===== src/rtl/wclk_pkg.sv =====
package wclk_pkg;
    typedef enum logic [2:0] {
        WS_IDLE,
        WS_LEAD,
        WS_BOTH_HI,
        WS_TRAIL,
        WS_BOTH_LO
    } wclk_state_e;
endpackage


===== src/rtl/wclk_phase_counter.sv =====
module wclk_phase_counter #(
    parameter int CNT_W = 8
) (
    input  logic             clk,
    input  logic             rst,
    input  logic             en,
    output logic [CNT_W-1:0] cnt
);
    localparam logic [CNT_W-1:0] ONE = CNT_W'(1);

    logic [CNT_W-1:0] cnt_q;

    always_ff @(posedge clk) begin
        if (rst)
            cnt_q <= '0;
        else if (en)
            cnt_q <= cnt_q + ONE;
    end

    assign cnt = cnt_q;


    cnt_step_chk: assert property (@(posedge clk) disable iff (rst)
        en |=> (cnt_q == $past(cnt_q) + ONE) || $past(rst));


    cnt_hold_chk: assert property (@(posedge clk) disable iff (rst)
        !en |=> $stable(cnt_q) || $past(rst));
endmodule


===== src/rtl/wclk_phase_fsm.sv =====
module wclk_phase_fsm
    import wclk_pkg::*;
#(
    parameter int CNT_W  = 8,
    parameter int OFFSET = 2
) (
    input  logic             clk,
    input  logic             rst,
    input  logic             en,
    input  logic [CNT_W-1:0] cnt,
    output logic             fb_o,
    output logic             dist_o
);
    localparam logic [CNT_W-1:0] ZERO_V  = '0;
    localparam logic [CNT_W-1:0] OFF_V   = CNT_W'(OFFSET);
    localparam logic [CNT_W-1:0] HALF_V  = CNT_W'(2 ** (CNT_W - 1));
    localparam logic [CNT_W-1:0] TRAIL_V = CNT_W'(2 ** (CNT_W - 1) + OFFSET);

    wclk_state_e state_q, state_d;

    always_comb begin
        state_d = state_q;
        unique case (state_q)
            WS_IDLE:    if (en)                    state_d = WS_LEAD;
            WS_LEAD:    if (en && cnt == OFF_V)    state_d = WS_BOTH_HI;
            WS_BOTH_HI: if (en && cnt == HALF_V)   state_d = WS_TRAIL;
            WS_TRAIL:   if (en && cnt == TRAIL_V)  state_d = WS_BOTH_LO;
            WS_BOTH_LO: if (en && cnt == ZERO_V)   state_d = WS_LEAD;
            default:                               state_d = WS_IDLE;
        endcase
    end

    always_ff @(posedge clk) begin
        if (rst)
            state_q <= WS_IDLE;
        else
            state_q <= state_d;
    end

    always_ff @(posedge clk) begin
        if (rst) begin
            fb_o   <= 1'b0;
            dist_o <= 1'b0;
        end else begin
            fb_o   <= (state_d == WS_LEAD)    || (state_d == WS_BOTH_HI);
            dist_o <= (state_d == WS_BOTH_HI) || (state_d == WS_TRAIL);
        end
    end


    idle_exit_chk: assert property (@(posedge clk) disable iff (rst)
        (state_q == WS_IDLE && en) |=> (fb_o && !dist_o));
endmodule


===== src/rtl/wclk_dual_divider.sv =====
module wclk_dual_divider #(
    parameter int CNT_W  = 8,
    parameter int OFFSET = 2
) (
    input  logic             clk_osc,
    input  logic             rst,
    input  logic             en,
    output logic             fb_wclk,
    output logic             dist_wclk,
    output logic [CNT_W-1:0] phase_cnt
);
    localparam logic [CNT_W-1:0] HALF_V  = CNT_W'(2 ** (CNT_W - 1));
    localparam logic [CNT_W-1:0] FB_LAG  = CNT_W'(1);
    localparam logic [CNT_W-1:0] DS_LAG  = CNT_W'(1 + OFFSET);

    logic [CNT_W-1:0] cnt;

    wclk_phase_counter #(.CNT_W(CNT_W)) i_cnt (
        .clk (clk_osc),
        .rst (rst),
        .en  (en),
        .cnt (cnt)
    );

    wclk_phase_fsm #(.CNT_W(CNT_W), .OFFSET(OFFSET)) i_fsm (
        .clk    (clk_osc),
        .rst    (rst),
        .en     (en),
        .cnt    (cnt),
        .fb_o   (fb_wclk),
        .dist_o (dist_wclk)
    );

    assign phase_cnt = cnt;


    fb_phase_chk: assert property (@(posedge clk_osc) disable iff (rst)
        fb_wclk == ((cnt - FB_LAG) < HALF_V));


    dist_phase_chk: assert property (@(posedge clk_osc) disable iff (rst)
        dist_wclk == ((cnt - DS_LAG) < HALF_V));


    no_joint_toggle_chk: assert property (@(posedge clk_osc) disable iff (rst)
        !$stable(fb_wclk) |-> $stable(dist_wclk));


    out_hold_chk: assert property (@(posedge clk_osc) disable iff (rst)
        (!en && !$past(rst)) |=> ($stable(fb_wclk) && $stable(dist_wclk)));
endmodule


===== config.mk =====
export PLATFORM = sky130hd
export DESIGN_NAME = wclk_dual_divider
export DESIGN_NICKNAME = d
export VERILOG_FILES = /design/src/rtl/wclk_pkg.sv /design/src/rtl/wclk_phase_counter.sv /design/src/rtl/wclk_phase_fsm.sv /design/src/rtl/wclk_dual_divider.sv
export SDC_FILE = /design/constraint.sdc
export NUM_CORES = 1
export LEC_CHECK = 0
export BUFFER_PORTS_ARGS = -buffer_cell sky130_fd_sc_hd__buf_2
export CAP_MARGIN = 40
export CORE_ASPECT_RATIO = 1.2
export CORE_MARGIN = 2
export CORE_UTILIZATION = 40
export CTS_CLUSTER_SIZE = 12
export DETAILED_ROUTE_END_ITERATION = 6
export SLEW_MARGIN = 40
export SYNTH_ARGS = -nofsm -noshare
export SYNTH_HDL_FRONTEND = slang
export SYNTH_SLANG_ARGS = --single-unit

===== constraint.sdc =====
create_clock -name clk_osc -period 3.3 [get_ports clk_osc]
set_input_delay 0.165 -clock clk_osc [delete_from_list [all_inputs] [get_ports clk_osc]]
set_output_delay 0.165 -clock clk_osc [all_outputs]
set_load 0.005 [all_outputs]

# Word level (Yosys, flattened, before mapping)
# Index checks and enable logic that the tools add are counted.
# word_totals
mem_bits_ro	0
latch_bits	0
word_cells	29
ramBits	0
inputBits	3
ff_bits	13
output_inout_bits	10
mem_count	0
# classes
n_reduce_logical	8
div	0
bitwise	0
n_mux	6
n_mul	0
shift	0
n_lt_le_gt_ge	0
addsub	1
eq_ne	10
# op_table
operator	n
8-bit equality test, second input constant	2
3-bit two-way mux	5
3-bit one-hot mux with 5 select lines	1
3-bit by 2-bit equality test with 1-bit output, second input constant	4
8-bit by 1-bit adder with 8-bit output, second input constant	1
8-bit by 2-bit equality test with 1-bit output, second input constant	1
8-bit logical NOT	1
3-bit by 1-bit equality test with 1-bit output, second input constant	2
1-bit logical AND	4
3-bit equality test, second input constant	1
3-bit logical NOT	1
1-bit logical OR	2

# Longest topological paths before layout
# logic_depth
depth_word	6
mapped_depth	7
mapped_depth_nobuf	7

# Modules after synthesis
# Synthesis repeated with hierarchy kept, for this count alone.
# unflattened
cells_unflattened	76
area_unflattened_um2	671.9
# by_module_without_submodules
module	cells_each	seq_area_each_um2	area_each_um2	instances
wclk_phase_counter	37	160.2	339.1	1
wclk_phase_fsm	39	100.1	332.8	1

# Worst setup path after synthesis
# No wires, ideal clock.
# synth_path
path_kind	reg2reg
from	register i_cnt.cnt_q[0], in the netlist i_cnt.cnt[0]
to	register i_fsm.fb_o
path_stages_with_launch	7
synth_period_minus_slack_ps	1778
t_required_ps	3184
setup_ps	116
path_buffers	0
arrival_time_ps	1662
slack_ps	1522
cell_sequence	dfxtp_1 -> inv_1 -> ha_1 -> nor4bb_1 -> a2111oi_1 -> nor3_1 -> and3b_1
# synth_between
elab_chain_len	6
word_cells_on_any_way	16
classes_between	eq/ne (5); mux (5); reduce/logical (6)
# synth_lines
item	line_no	text
start, declared	wclk_phase_counter.sv:11	logic [CNT_W-1:0] cnt_q;
start signal, assigned	wclk_phase_counter.sv:17	cnt_q <= cnt_q + ONE;
8-bit equality test, or another cell as far along	wclk_phase_fsm.sv:27	WS_TRAIL: if (en && cnt == TRAIL_V) state_d = WS_BOTH_LO;
1-bit logical AND, on equally long branches	--	
3-bit two-way mux, on equally long branches	--	
3-bit one-hot mux with 5 select lines *	wclk_phase_fsm.sv:23	unique case (state_q)
3-bit by 1-bit equality test with 1-bit output / 3-bit by 2-bit equality test with 1-bit output (equally long branches)	wclk_phase_fsm.sv:45	fb_o <= (state_d == WS_LEAD) || (state_d == WS_BOTH_HI);
1-bit logical OR *	wclk_phase_fsm.sv:45	
end signal, assigned	wclk_phase_fsm.sv:45	
end, declared	wclk_phase_fsm.sv:11	output logic fb_o,
# Mark *: on every way between the ends. The rest lies on a longest branch, timed or not.
# A chain may end at the register's enable or synchronous reset.

# Final worst setup path
# Same ends and word-level chain as after synthesis.

==> out/qor.txt <==
status - completed
unrepaired setup endpoints after global routing - false
worst slack at placement - 1.33 ns
Worst Hold Class - in -> reg
Post-Syn Instances - 76
internal power - 226 uW
vias per cell - 5.44
fillers - 160
Tot Pwr - 302 uW
Site Rows - 16
Most used DFF post-synth - dfxtp_1
Hold Startpoint - rst
Layout Area Growth over Synthesis - 13.6%
first-pass GRT wire length - 2.41 mm
Slew HR - 0.509
final instance area - 796 um^2
CP startpoint - i_cnt.cnt[0]
wire length on met3 - 36 um
worst hold stages - 2
Worst EP required - 3.47 ns
Slew Limit Fails - 0
worst skew pair latency - 0.27 ns
Layout Cells excl Fill - 107
VDD IR max - 215 uV
Post-Route WL - 1.43 mm
Setup crit end kind - flip-flop
post-CTS sizing - 0
Post-Route Setup TNS - 0 ns
Num CTS Buffers - 3
GPL Wtd Cong - 0.759
Clock Pin Slew Worst Setup and Hold Paths - 0.08 ns
initial core utilization - 0.427
power per cell area - 379 mW/mm^2
grt ovf - 0
Post-synth EDFFs - 0
# H-tree levels - 1
vias - 582
n_diodes - 0
syn_area_per_cell - 9.22 um^2
clock skew - 0.00312 ns
switching part of the total - 0.251
Comb pwr share - 0.117
sw power - 75.8 uW
post-DP HPWL - 1.05 mm
slack of the critical path - 1.33 ns
post-synthesis sequential area ratio - 0.371
layout cells sized above 1 - 0.213
final setup vio count - 0
clock tree buffer depth - 2
number of global-route vias before repair - 574
CP Launch Type - flip-flop
synthesized flop and latch total - 13
metal2 WL - 714 um
Sink Count - 13
post-synth cell types - 32
sequential share of power - 0.559
hold buffer count at cts - 0
Final ANT Viol Nets - 0
drt initial violations - 10
fin crit share - 0.597
placed cell area - 769 um^2
core area - 0.00164 mm^2
min Tclk post-route - 1.97 ns
top sig layer - met4
Global Route Usage Sum - 0.150
die area - 0.00210 mm^2
post-CTS setup buffer count - 0
asr flop ratio synth - 0
Inst Count DP - 103
Seq. cell area - 260 um^2
Util after Layout - 0.485
CTS tree - yes
worst r2r path cells - 6
Max Cap Violations - 0
# DRC - 0
Pleak - 0.325 nW
Max Freq - 507 MHz
worst r2r src - i_cnt.cnt[0]
WL met1 - 663 um
synthesized area - 701 um^2
Crit Path Max Fanout - 5
DIE WIDTH - 42.2 um
PortBufs - 12
synth warn - 0
worst slew pin tran - 0.734 ns
Final #Nets - 96
DR pass1 iterations - 4
initial antenna violation count - 0
clk root buf - clkbuf_4
critical path class - reg -> reg
average routed wire per standard cell - 13.3 um
clock power share - 0.323
Final Hold Vio Count - 0
Die Y-Extent - 49.8 um
multi-input logic area - 408 um^2
Worst Path Arrival - 2.14 ns
Hold Slack - 0.225 ns
largest net degree at the start of global routing - 14
Syn Nets - 82
IO Count - 13
-- path summary, 6_finish.rpt --
| path | to | slack, ns |
|---|---|---|
| setup / recovery | i_fsm.fb_o | 1.33 |
| hold / removal | i_cnt.cnt[2] | 0.22 |
| setup reg to reg | i_fsm.fb_o | 1.33 |
| hold reg to reg | i_cnt.cnt[7] | 0.53 |
-- critical path, cell delays in order (launching register included) --
cell and delay (ns):
dfxtp_1 0.42, inv_1 0.09, ha_1 0.21, nor4bb_1 0.16, a2111oi_1 0.74, nor3_1 0.08
and3b_1 0.18
-- area by class of cell --
type,instances,share of cell area
Clock buffer,4,0.0330
Inverter,5,0.0236
Sequential cell,13,0.327
Timing Repair Buffer,12,0.0755
Multi-Input combinational cell,55,0.513
Tap cell,18,0.0283
-- power groups by stage --
stage	Sequential [mW]	Combinational (mW)	Clock, mW
after floorplan	0.172	0.0264	0
after global placement	0.172	0.0355	0
after detailed placement	0.172	0.0357	0
after CTS	0.169	0.0359	0.102
after global routing	0.170	0.0396	0.113
final	0.169	0.0354	0.0975
-- synthesized netlist by cell type, types with 2 or more instances --
library cell	n	area [um^2]
dfxtp_1	13	260
nor2_1	10	37.5
inv_1	5	18.8
a21oi_1	4	20.0
nand4_1	4	25.0
xor2_1	4	35.0
ha_1	3	37.5
nand2_1	3	11.3
and3_1	2	12.5
buf_2	2	10.0
nor4_1	2	12.5
nor4bb_1	2	20.0
o21ai_0	2	10.0
or3_1	2	12.5
-- layout by cell type (no fill, tap or decap), drive strengths merged, types with 2 or more instances in the layout --
cell type and instances:
dfxtp 13, buf 12, nor2 10, inv 5
nand4 4, a21oi 4, xor2 4, clkbuf 4
nand2 3, ha 3, nor4 3, nor4bb 2
and3 2, o21ai 2, or3 2
-- sequential cells by signal (all words and copies together), names as in the netlist --
register	count
i_fsm.dist_o	1
i_cnt.cnt	8
i_fsm.fb_o	1
i_fsm.state_q	3
-- logic make-up (layout without fill, tap and decap cells) --
kind of cell    Yosys count  after routing  synth area share
buf+inv                   8             21            0.0464
mux                       1              1            0.0143
flops                    13             13             0.371
simple gates             33             33             0.286
compound gates           13             13             0.166
fa+ha+maj                 3              3            0.0536
xor+xnor                  5              5            0.0625
-- per-layer routing --
| layer | vias up | GRT usage |
|---|---|---|
| li1 | 303 | - |
| met5 | - | 0 |
| met3 | 2 | 0.0220 |
| met4 | 0 | 0.0781 |
| met1 | 269 | 0.184 |
| met2 | 8 | 0.249 |
Note: power is estimated with default switching activity, not from simulation.
